**src/rtl/scl_timing_pkg.sv**
```systemverilog
// Package: shared encodings for the serial clock bit-timing generator.
// Assumes: speed codes and phase codes are visible at the top-level ports,
// so their values must stay fixed.
package scl_timing_pkg;

    typedef enum logic [1:0] {
        MODE_STD  = 2'b00,
        MODE_FAST = 2'b01,
        MODE_HS   = 2'b10,
        MODE_RSV  = 2'b11
    } scl_mode_e;

    typedef enum logic [1:0] {
        PH_IDLE = 2'b00,
        PH_LOW  = 2'b01,
        PH_HIGH = 2'b10
    } scl_phase_e;

endpackage

```
**src/rtl/scl_phase_calc.sv**
```systemverilog
// Module: scl_phase_calc
// Turns a speed selection and a divider into low and high phase lengths in
// system-clock cycles. Divisions round up and every result is raised to the
// mode's minimum, so a minimum bus time is never cut short.
// Assumes: every minimum is at least 1 and fits in CNT_W-1 bits.
module scl_phase_calc
    import scl_timing_pkg::*;
#(
    parameter int DIV_W         = 12,
    parameter int CNT_W         = DIV_W + 1,
    parameter int STD_MIN_HIGH  = 200,
    parameter int STD_MIN_LOW   = 235,
    parameter int FAST_MIN_HIGH = 30,
    parameter int FAST_MIN_LOW  = 65,
    parameter int HS_MIN_HIGH   = 3
) (
    input  logic [1:0]       mode_raw,
    input  logic [DIV_W-1:0] div_val,
    output scl_mode_e        eff_mode,
    output logic [CNT_W-1:0] hi_len,
    output logic [CNT_W-1:0] lo_len
);

    localparam logic [CNT_W-1:0] ONE      = CNT_W'(1);
    localparam logic [CNT_W-1:0] TWO      = CNT_W'(2);
    localparam logic [CNT_W-1:0] THREE    = CNT_W'(3);
    localparam logic [CNT_W-1:0] STD_HI_C = CNT_W'(STD_MIN_HIGH);
    localparam logic [CNT_W-1:0] STD_LO_C = CNT_W'(STD_MIN_LOW);
    localparam logic [CNT_W-1:0] FST_HI_C = CNT_W'(FAST_MIN_HIGH);
    localparam logic [CNT_W-1:0] FST_LO_C = CNT_W'(FAST_MIN_LOW);
    localparam logic [CNT_W-1:0] HS_HI_C  = CNT_W'(HS_MIN_HIGH);

    logic [CNT_W-1:0] div_ext;
    logic [CNT_W-1:0] half_up;
    logic [CNT_W-1:0] third_up;
    logic [CNT_W-1:0] hs_hi;

    // Larger of two lengths.
    function automatic logic [CNT_W-1:0] len_max(input logic [CNT_W-1:0] a,
                                                 input logic [CNT_W-1:0] b);
        return (a > b) ? a : b;
    endfunction

    // Parameter sanity: minimums must be usable and leave room for doubling.
    initial begin
        assert (STD_MIN_HIGH >= 1 && STD_MIN_LOW >= 1 && FAST_MIN_HIGH >= 1 &&
                FAST_MIN_LOW >= 1 && HS_MIN_HIGH >= 1)
            else $error("scl_phase_calc: minimum phase lengths must be at least 1");
        assert (STD_MIN_LOW < (1 << (CNT_W - 1)) && HS_MIN_HIGH < (1 << (CNT_W - 2)))
            else $error("scl_phase_calc: minimum phase lengths too wide for CNT_W");
    end

    // Rounded-up fractions of the divider.
    always_comb begin
        div_ext  = {1'b0, div_val};
        half_up  = (div_ext + ONE) >> 1;
        third_up = (div_ext + TWO) / THREE;
        hs_hi    = len_max(third_up, HS_HI_C);
    end

    // Map the raw code to an effective mode; the reserved code runs as standard.
    always_comb begin
        case (mode_raw)
            2'b01:   eff_mode = MODE_FAST;
            2'b10:   eff_mode = MODE_HS;
            default: eff_mode = MODE_STD;
        endcase
    end

    // Phase lengths for the effective mode.
    always_comb begin
        case (eff_mode)
            MODE_FAST: begin
                hi_len = len_max(half_up, FST_HI_C);
                lo_len = len_max(half_up, FST_LO_C);
            end
            MODE_HS: begin
                hi_len = hs_hi;
                lo_len = hs_hi << 1;
            end
            default: begin
                hi_len = len_max(half_up, STD_HI_C);
                lo_len = len_max(half_up, STD_LO_C);
            end
        endcase
    end

endmodule

```
**src/rtl/scl_phase_seq.sv**
```systemverilog
// Module: scl_phase_seq
// Runs the idle / low / high phase sequence with a cycle counter. It captures
// the phase lengths and the mode on the edge that leaves idle, and keeps them
// until the generator goes idle again.
// Assumes: captured lengths are at least 1.
module scl_phase_seq
    import scl_timing_pkg::*;
#(
    parameter int CNT_W = 13
) (
    input  logic             clk,
    input  logic             rst_n,
    input  logic             enable,
    input  scl_mode_e        cfg_mode,
    input  logic [CNT_W-1:0] cfg_hi,
    input  logic [CNT_W-1:0] cfg_lo,
    output scl_phase_e       phase_q,
    output logic [CNT_W-1:0] cnt_q,
    output logic [CNT_W-1:0] hi_q,
    output logic [CNT_W-1:0] lo_q,
    output scl_mode_e        mode_q
);

    localparam logic [CNT_W-1:0] ONE = CNT_W'(1);

    logic lo_last;
    logic hi_last;

    // Last-cycle flags of each phase.
    always_comb begin
        lo_last = (cnt_q == lo_q - ONE);
        hi_last = (cnt_q == hi_q - ONE);
    end

    // Phase sequencing, counting and configuration capture.
    always_ff @(posedge clk) begin
        if (!rst_n) begin
            phase_q <= PH_IDLE;
            cnt_q   <= '0;
            hi_q    <= ONE;
            lo_q    <= ONE;
            mode_q  <= MODE_STD;
        end else if (!enable) begin
            phase_q <= PH_IDLE;
            cnt_q   <= '0;
        end else begin
            case (phase_q)
                PH_IDLE: begin
                    phase_q <= PH_LOW;
                    cnt_q   <= '0;
                    hi_q    <= cfg_hi;
                    lo_q    <= cfg_lo;
                    mode_q  <= cfg_mode;
                end
                PH_LOW: begin
                    if (lo_last) begin
                        phase_q <= PH_HIGH;
                        cnt_q   <= '0;
                    end else begin
                        cnt_q <= cnt_q + ONE;
                    end
                end
                PH_HIGH: begin
                    if (hi_last) begin
                        phase_q <= PH_LOW;
                        cnt_q   <= '0;
                    end else begin
                        cnt_q <= cnt_q + ONE;
                    end
                end
                default: begin
                    phase_q <= PH_IDLE;
                    cnt_q   <= '0;
                end
            endcase
        end
    end

    // captured settings do not move while a sequence is running.
    assert_cfg_hold_R9: assert property (@(posedge clk) disable iff (!rst_n)
        (phase_q != PH_IDLE) |=> (phase_q == PH_IDLE) ||
            ($stable(mode_q) && $stable(hi_q) && $stable(lo_q)))
        else $error("captured configuration changed while running");

    // the counter never passes the end of the current phase.
    assert_cnt_bound_R2: assert property (@(posedge clk) disable iff (!rst_n)
        ((phase_q == PH_LOW) |-> (cnt_q < lo_q)) and
        ((phase_q == PH_HIGH) |-> (cnt_q < hi_q)))
        else $error("phase counter out of range");

    // a low enable always leads to idle on the next cycle.
    assert_disable_idle_R10: assert property (@(posedge clk) disable iff (!rst_n)
        !enable |=> (phase_q == PH_IDLE))
        else $error("generator not idle after disable");

    // a low phase is always followed by a high phase while enabled.
    assert_low_then_high_R2: assert property (@(posedge clk) disable iff (!rst_n)
        (phase_q == PH_HIGH) |-> ($past(phase_q) != PH_IDLE))
        else $error("high phase entered straight from idle");

endmodule

```
**src/rtl/scl_tick_gen.sv**
```systemverilog
// Module: scl_tick_gen
// Decodes the clock level and the three strobes from the phase, the counter
// and the captured lengths. Everything here is combinational from registers,
// so the outputs change only just after a clock edge.
// Assumes: lengths are at least 1; clk and rst_n serve only the assertions.
module scl_tick_gen
    import scl_timing_pkg::*;
#(
    parameter int CNT_W = 13
) (
    input  logic             clk,
    input  logic             rst_n,
    input  scl_phase_e       phase,
    input  logic [CNT_W-1:0] cnt,
    input  logic [CNT_W-1:0] hi_len,
    input  logic [CNT_W-1:0] lo_len,
    output logic             scl,
    output logic             drive_tick,
    output logic             sample_tick,
    output logic             bit_done
);

    localparam logic [CNT_W-1:0] ONE = CNT_W'(1);

    // Line level: only the low phase pulls the clock down.
    always_comb scl = (phase != PH_LOW);

    // Mid-phase strobes and end-of-bit strobe.
    always_comb begin
        drive_tick  = (phase == PH_LOW)  && (cnt == (lo_len >> 1));
        sample_tick = (phase == PH_HIGH) && (cnt == (hi_len >> 1));
        bit_done    = (phase == PH_HIGH) && (cnt == hi_len - ONE);
    end

    // data changes are strobed only while the clock is low.
    assert_drive_in_low_R6: assert property (@(posedge clk) disable iff (!rst_n)
        drive_tick |-> !scl)
        else $error("drive strobe outside low phase");

    // sampling is strobed only while the clock is high.
    assert_sample_in_high_R7: assert property (@(posedge clk) disable iff (!rst_n)
        sample_tick |-> scl)
        else $error("sample strobe outside high phase");

    // idle means a released clock and silent strobes.
    assert_idle_quiet_R1: assert property (@(posedge clk) disable iff (!rst_n)
        (phase == PH_IDLE) |-> (scl && !drive_tick && !sample_tick && !bit_done))
        else $error("activity while idle");

    // the end-of-bit strobe is a single-cycle pulse.
    assert_done_pulse_R8: assert property (@(posedge clk) disable iff (!rst_n)
        bit_done |=> !bit_done)
        else $error("end-of-bit strobe longer than one cycle");

endmodule

```
**src/rtl/scl_timing_gen.sv**
```systemverilog
// Module: scl_timing_gen (top)
// Serial clock bit-timing generator for an I2C master. It joins the length
// calculator, the phase sequencer and the strobe decoder.
// Assumes: a 50 MHz system clock for the default minimum lengths; the
// controller changes speed only by dropping enable first.
module scl_timing_gen
    import scl_timing_pkg::*;
#(
    parameter int DIV_W         = 12,
    parameter int STD_MIN_HIGH  = 200,
    parameter int STD_MIN_LOW   = 235,
    parameter int FAST_MIN_HIGH = 30,
    parameter int FAST_MIN_LOW  = 65,
    parameter int HS_MIN_HIGH   = 3
) (
    input  logic             clk,
    input  logic             rst_n,
    input  logic             enable_i,
    input  logic [1:0]       mode_i,
    input  logic [DIV_W-1:0] div_i,
    output logic             scl_o,
    output logic [1:0]       phase_o,
    output logic             busy_o,
    output logic             drive_tick_o,
    output logic             sample_tick_o,
    output logic             bit_done_o,
    output logic [1:0]       active_mode_o
);

    localparam int CNT_W = DIV_W + 1;

    scl_mode_e        calc_mode;
    logic [CNT_W-1:0] calc_hi;
    logic [CNT_W-1:0] calc_lo;
    scl_phase_e       phase_q;
    logic [CNT_W-1:0] cnt_q;
    logic [CNT_W-1:0] hi_q;
    logic [CNT_W-1:0] lo_q;
    scl_mode_e        mode_q;

    scl_phase_calc #(
        .DIV_W        (DIV_W),
        .CNT_W        (CNT_W),
        .STD_MIN_HIGH (STD_MIN_HIGH),
        .STD_MIN_LOW  (STD_MIN_LOW),
        .FAST_MIN_HIGH(FAST_MIN_HIGH),
        .FAST_MIN_LOW (FAST_MIN_LOW),
        .HS_MIN_HIGH  (HS_MIN_HIGH)
    ) u_calc (
        .mode_raw(mode_i),
        .div_val (div_i),
        .eff_mode(calc_mode),
        .hi_len  (calc_hi),
        .lo_len  (calc_lo)
    );

    scl_phase_seq #(
        .CNT_W(CNT_W)
    ) u_seq (
        .clk     (clk),
        .rst_n   (rst_n),
        .enable  (enable_i),
        .cfg_mode(calc_mode),
        .cfg_hi  (calc_hi),
        .cfg_lo  (calc_lo),
        .phase_q (phase_q),
        .cnt_q   (cnt_q),
        .hi_q    (hi_q),
        .lo_q    (lo_q),
        .mode_q  (mode_q)
    );

    scl_tick_gen #(
        .CNT_W(CNT_W)
    ) u_ticks (
        .clk        (clk),
        .rst_n      (rst_n),
        .phase      (phase_q),
        .cnt        (cnt_q),
        .hi_len     (hi_q),
        .lo_len     (lo_q),
        .scl        (scl_o),
        .drive_tick (drive_tick_o),
        .sample_tick(sample_tick_o),
        .bit_done   (bit_done_o)
    );

    // Status outputs from the sequencer state.
    always_comb begin
        phase_o       = phase_q;
        busy_o        = (phase_q != PH_IDLE);
        active_mode_o = mode_q;
    end

    // a running standard sequence honours both standard minimums.
    assert_std_min_R3: assert property (@(posedge clk) disable iff (!rst_n)
        (busy_o && mode_q == MODE_STD) |->
            (hi_q >= CNT_W'(STD_MIN_HIGH) && lo_q >= CNT_W'(STD_MIN_LOW)))
        else $error("standard minimum phase length violated");

    // a running fast sequence honours both fast minimums.
    assert_fast_min_R4: assert property (@(posedge clk) disable iff (!rst_n)
        (busy_o && mode_q == MODE_FAST) |->
            (hi_q >= CNT_W'(FAST_MIN_HIGH) && lo_q >= CNT_W'(FAST_MIN_LOW)))
        else $error("fast minimum phase length violated");

    // a running high-speed sequence has a 1:2 high-to-low shape.
    assert_hs_ratio_R5: assert property (@(posedge clk) disable iff (!rst_n)
        (busy_o && mode_q == MODE_HS) |->
            (lo_q == (hi_q << 1) && hi_q >= CNT_W'(HS_MIN_HIGH)))
        else $error("high-speed 1:2 ratio violated");

    // after the end-of-bit strobe the line goes low or the block goes idle.
    assert_done_boundary_R8: assert property (@(posedge clk) disable iff (!rst_n)
        bit_done_o |=> (phase_q != PH_HIGH))
        else $error("high phase continued past end-of-bit strobe");

endmodule

```
**config.mk**
```make
export PLATFORM = sky130hd
export DESIGN_NAME = scl_timing_gen
export DESIGN_NICKNAME = d
export VERILOG_FILES = /design/src/rtl/scl_timing_pkg.sv /design/src/rtl/scl_phase_calc.sv /design/src/rtl/scl_phase_seq.sv /design/src/rtl/scl_tick_gen.sv /design/src/rtl/scl_timing_gen.sv
export SDC_FILE = /design/constraint.sdc
export NUM_CORES = 1
export LEC_CHECK = 0
export CAP_MARGIN = 30
export CORE_ASPECT_RATIO = 0.5
export CORE_MARGIN = 2
export CORE_UTILIZATION = 59
export DETAILED_ROUTE_END_ITERATION = 7
export DONT_BUFFER_PORTS = 1
export PLACE_DENSITY = 0.81
export SETUP_SLACK_MARGIN = 0.05
export SYNTH_ARGS = -nofsm -noshare
export SYNTH_HDL_FRONTEND = slang
export SYNTH_SLANG_ARGS = --single-unit
```
**constraint.sdc**
```tcl
create_clock -name clk -period 9.6 [get_ports clk]
set_input_delay 1.44 -clock clk [delete_from_list [all_inputs] [get_ports clk]]
set_output_delay 1.44 -clock clk [all_outputs]
set_load 0.05 [all_outputs]
```
---- Word-level counts from Yosys, hierarchy flattened ----
Index checks and enable logic that the tools add are counted.
Widths: inputs -> output; s select.
word-level totals
  ROM bits ................................ 0
  memory bits (writable) .................. 0
  memories kept ........................... 0
  logic and storage cells ................. 51
  bits in registers ....................... 43
  latch bits .............................. 0
cells by class
  mux-type cells .......................... 14
  reduce and logical (&&, ||, !) cells .... 8
  order comparisons ....................... 5
  bitwise gates (word level) .............. 0
  multiply operators ...................... 0
  shift-type cells ........................ 0
  add/sub/neg operators ................... 5
  equality and inequality tests ........... 13
  div/mod/pow operators ................... 1
operator list
  kind                   count
  $pmux 13 s2            3
  $mux 12                4
  $mux 13                3
  $eq 13x12->1           2
  $eq 13x13->1           2
  $sub 13x1->13 const B  2
  $gt 12x8->1 const B    2
  $add 12x1->13 const B  1
  $add 12x2->13 const B  1
  $add 13x1->13 const B  1
  $div 13x2->13 const B  1
  $gt 13x2->1 const B    1
  $gt 12x5->1 const B    1
  $gt 12x7->1 const B    1
  $eq 2x1->1 const B     3
  $eq 2x2->1 const B     3
  $ne 2x1->1 const B     3
  $pmux 2 s3             1
  $reduce_and 2->1       3
  $mux 2                 2
  $pmux 2 s2             1
  $logic_and 1x1->1      3
  $logic_not 2->1        1
  $reduce_bool 2->1      1

---- Depth between registers and ports, before layout ----
  depth in word-level cells ............... 5
  gate-level depth with buffers ........... 33

---- Hierarchy ----
From an unflattened synthesis, not the netlist that was laid out.
second synthesis, totals
  cells, all modules ...................... 845
  area, all modules ....................... 5941.9 um^2
modules (own cells, without submodules)
  module          times used  cells each  seq. area each (um^2)  area an instance (um^2)
  scl_phase_seq   1           318         860.8                  2580.0
  scl_phase_calc  1           421         0.0                    2568.7
  scl_tick_gen    1           105         0.0                    787.0
  scl_timing_gen  1           1           0.0                    6.3

---- Least setup slack after synthesis ----
No wires, ideal clock.
  path kind ............................... input-to-reg
  start point ............................. input div_i[1]
  end point ............................... register u_seq.hi_q[0]
  arrival ................................. 8.276 ns
  buffers on the path ..................... 1
  required time ........................... 9.478 ns
  cell stages on the path ................. 31
  path slack .............................. 1.202 ns
  cells stage by stage .................... buf_2 inv_1 ha_1 nand2_1 nor2_1 a31oi_1 a21o_1 a32oi_2 or3_4 a2111o_1 a211o_1 a21oi_4 nor3_1 mux2_1 a211oi_1 o32a_1 a32oi_1 a211o_4 o311a_1 a31o_2 a32o_1 o22ai_1 nand3_1 a21o_1 ha_1 nor2b_1 a21oi_1 o2111ai_1 and4b_1 a31oi_1 a221o_1
between the ends
  longest elaborated chain between the ends .. 5
RTL lines
  what                    line                  source
  start: declaration      scl_timing_gen.sv:20  input logic [DIV_W-1:0] div_i,
  $add 12x2->13           scl_phase_calc.sv:57  third_up = (div_ext + TWO) / THREE;
  $div 13x2->13           scl_phase_calc.sv:57
  $gt 13x2->1             scl_phase_calc.sv:41  return (a > b) ? a : b;
  $mux 13                 scl_phase_calc.sv:41
  $pmux 13 s2 (*)         scl_phase_calc.sv:72  case (eff_mode)
  end signal: assignment  scl_phase_seq.sv:51   hi_q <= cfg_hi;
  end: declaration        scl_phase_seq.sv:19   output logic [CNT_W-1:0] hi_q,
Every way passes the cells marked *; elsewhere a longest branch is shown, timed or not.
A chain may end at the register's enable or synchronous reset.

---- Worst setup path after layout ----
  start point ............................. input div_i[3]
  end point ............................... register u_seq.hi_q[0]
The elaborated chain is that of the path after synthesis.

==> reports/results.ini <==
[sta]
finalSetupViolations=0
min_period_ns=8.946
finClkSkew_ns=0.005577
period_share_pct=93.18
fin_tns_setup_ns=0
rsz0062_at_grt=no
maxSlewHeadroom_pct=39.17
worstMarginPinSlew_ns=0.9075
report.final.slew_viol_count=0
hold_viol=0
fmax_mhz=111.8

[critical_path]
crit_start=div_i[3]
end_kind=flop
critPathKind=in -> reg
critPathTopFamily=compound AO/OA/AOI/OAI gates
crit_top_cell=o2111ai_1
reg2reg_slack_ns=6.15
critPathSlowestCell=or3_1
setup.worst_path.end=u_seq.hi_q[0]
path_buf_inv=0
reg2reg_from=u_seq.hi_q[3]
cp.arrival_ns=9.12
worstSetupStartpointType=input pin
crit_required_ns=9.78
slowest_delay_ns=0.53
worst-path-max-fanout=12
crit_cells=28
rr_worst_depth=14
timing.rr.end=u_seq.cnt_q[7]

[synth]
syn-cell-area_mm2=0.006191
synth_top_area_cell=dfxtp_1
yosys_warnings=0
synth.avg_cell_area_um2=7.165
synth-main-ff-cell=dfxtp_1
syn_inst=864
synthTopCellsByArea=dfxtp_1, xnor2_1, nand2_1, nor2_1, xor2_1
synthTopCellsByCount=nand2_1, xnor2_1, nor2_1, a21oi_1, dfxtp_1
synth-seq-area-share_pct=13.58
yosysTopAreaCellShare_pct=13.58
synth_edf_count=0
async_flop_share_pct=0
ys_types=97
syn_nets=898
synthMostInstantiatedCell=nand2_1
ys_ff_latch=42

[layout]
multi_input_area_mm2=0.005054
drive_gt1_share_pct=9.124
area_growth_pct=3.921
regArea_um2=840.8
finalNetCount=867
fill_cells=941
design_area_mm2=0.006434

[cts]
clk_pin_slew_ns=0.06
cts_tree=built
clockBufferDepth=2
clock_sinks=42
clk_latency_ns=0.29
root_buffer=clkbuf_16
cts_buffers=5
cts_hold_buf=0
htreeDepth=2

[grt]
antenna_found_initial=0
grt_max_degree=30
overflow=0
grt_pass1_wl_um=29970
grt_pass1_vias=6030
grt_usage_pct=31.51

[drt]
vias_per_cell=6.713
vias=6538
drt-total-wl_um=17980
drc=0
dr.pass1.iters=5
routedWlPerCell_um=18.46
ant_nets=0
detail_route.iter0.violations=645

[power_and_ir_drop]
power.density_mw_per_mm2=128.3
ir_drop_uv=64.49
total_leakage_power_uw=0.002154

[place]
port_buffers=0
gp_congestion=0.9531
dpl.hpwl_um=13570
dpl_cell_area_mm2=0.006256

[hold_path]
hold_class=reg -> reg

[floorplanning]
core-area_mm2=0.01021
die_h_um=76.44
io-pin-count=26
dieArea_mm2=0.01138
num_rows=26
die_width_um=148.9
start_util_pct=60.61

[flow_run]
maxCapViolations=0

[run_status]
status=complete, no violations

report_power, final:
group | internal, µW | total, µW | switching, µW
clock | 94.8 | 163 | 68.2
combinational | 182 | 459 | 277
sequential | 184 | 203 | 19.0
total | 461 | 825 | 365
cells by family (layout without fill, tap and decap cells):
logic type               count (synthesis)  after routing  synth area share (%)
AND/OR/NAND/NOR                        361            361                 30.01
adder cells (fa/ha/maj)                 17             17                 3.436
other                                    0              1                     0
AO/OA/AOI/OAI                          251            251                 30.30
XOR/XNOR                               105            105                 15.16
flip-flops                              42             42                 13.58
multiplexers                            11             11                 2.001
buffers and inverters                   77             46                 5.517
state kept, by name (all words and copies together) (netlist names):
| signal | flops |
|---|---|
| u_seq.cnt_q | 13 |
| u_seq.lo_q | 13 |
| u_seq.hi_q | 12 |
| u_seq.mode_q | 2 |
| u_seq.phase_q | 2 |
layout by cell type (no fill, tap or decap), types with 5 or more instances in the layout:
cell type  synthesis  layout
nor3_1            38      36
a21o_1             9       9
o211ai_1          11      11
nand3_1           29      29
and2_1            14      14
nor2_1            76      76
a31oi_1           18      17
a21boi_0           5       5
and4_1             5       5
a221oi_1           8       8
and3_1            10      10
nand4_1           21      21
nand2_1           82      82
nand2b_1           9       9
or3_1              7       7
dfxtp_1           42      42
inv_1             19      19
a21oi_1           43      43
nor4_1            17      16
o221a_2            6       6
or2_2              5       5
nor2b_1           16      16
buf_4              2      20
xnor2_1           77      77
o22ai_1            5       5
clkbuf_16          0       5
nand3b_1           7       7
o221ai_1           5       5
o21ai_1            7       7
xor2_1            27      27
a211oi_1           8       8
mux2i_1            5       5
o21a_1             9       9
o21ai_0           41      41
ha_1              17      17
worst min path at each step:
stage | startpoint | end | slack, ns | depth (start not counted)
after floorplan | u_seq.lo_q[12] | u_seq.lo_q[12] | 0.53 | 2
after global placement | u_seq.lo_q[12] | u_seq.lo_q[12] | 0.55 | 2
after detailed placement | u_seq.lo_q[12] | u_seq.lo_q[12] | 0.56 | 2
after CTS | u_seq.lo_q[12] | u_seq.lo_q[12] | 0.57 | 2
after global routing | u_seq.lo_q[12] | u_seq.lo_q[12] | 0.61 | 2
final | u_seq.lo_q[12] | u_seq.lo_q[12] | 0.57 | 2
area by class of cell:
| class | count | share of cell area (%) |
|---|---|---|
| antenna | 1 | 0.03890 |
| clock buffer | 5 | 1.945 |
| clock inverter | 2 | 0.2334 |
| inverter | 19 | 1.109 |
| multi-input combinational | 745 | 78.55 |
| sequential | 42 | 13.07 |
| tap | 140 | 2.723 |
| timing repair buffer | 20 | 2.334 |
repair_timing:
action / CTS / global route
setup endpoints to repair: 0 / 2
setup buffers: 0 / 0
resized for setup: 0 / 6
per-layer routing:
layer	vias up	global-route usage, %	wire, µm
met5	-	0	0
met1	3075	43.31	7919
li1	3139	-	-
met2	280	50.56	8160
met3	44	5.689	1547
met4	0	8.857	352
worst reg2reg max path, cell delays in order (launching register included):
cell and delay [ns]:
dfxtp_1 0.42, nor4_1 0.50, nand2b_1 0.16, or2_2 0.35, nor3_1 0.19, and2_1 0.20, a211oi_1 0.08, nor3_1 0.17
a31oi_1 0.07, nor3_1 0.38, nor2b_1 0.17, nand2b_1 0.20, nand2_1 0.08, or2_2 0.25, nor2_1 0.09
per-stage QoR:
stage | hold slack [ns] | utilization (%) | std cells | total power (µW) | setup WS (ns)
after floorplan | 0.5279 | - | 864 | 555.3 | 1.202
after global routing | 0.6131 | 62.96 | 973 | 880.4 | 0.1179
after CTS | 0.5708 | 62.62 | 973 | 806.8 | 0.7475
after global placement | 0.5458 | 61.24 | 966 | 636.8 | 0.6146
after detailed placement | 0.5628 | 61.24 | 966 | 643.0 | 0.4816
final | 0.5701 | 62.98 | 974 | 825.2 | 0.6543
Note: power is estimated with default switching activity, not from simulation.
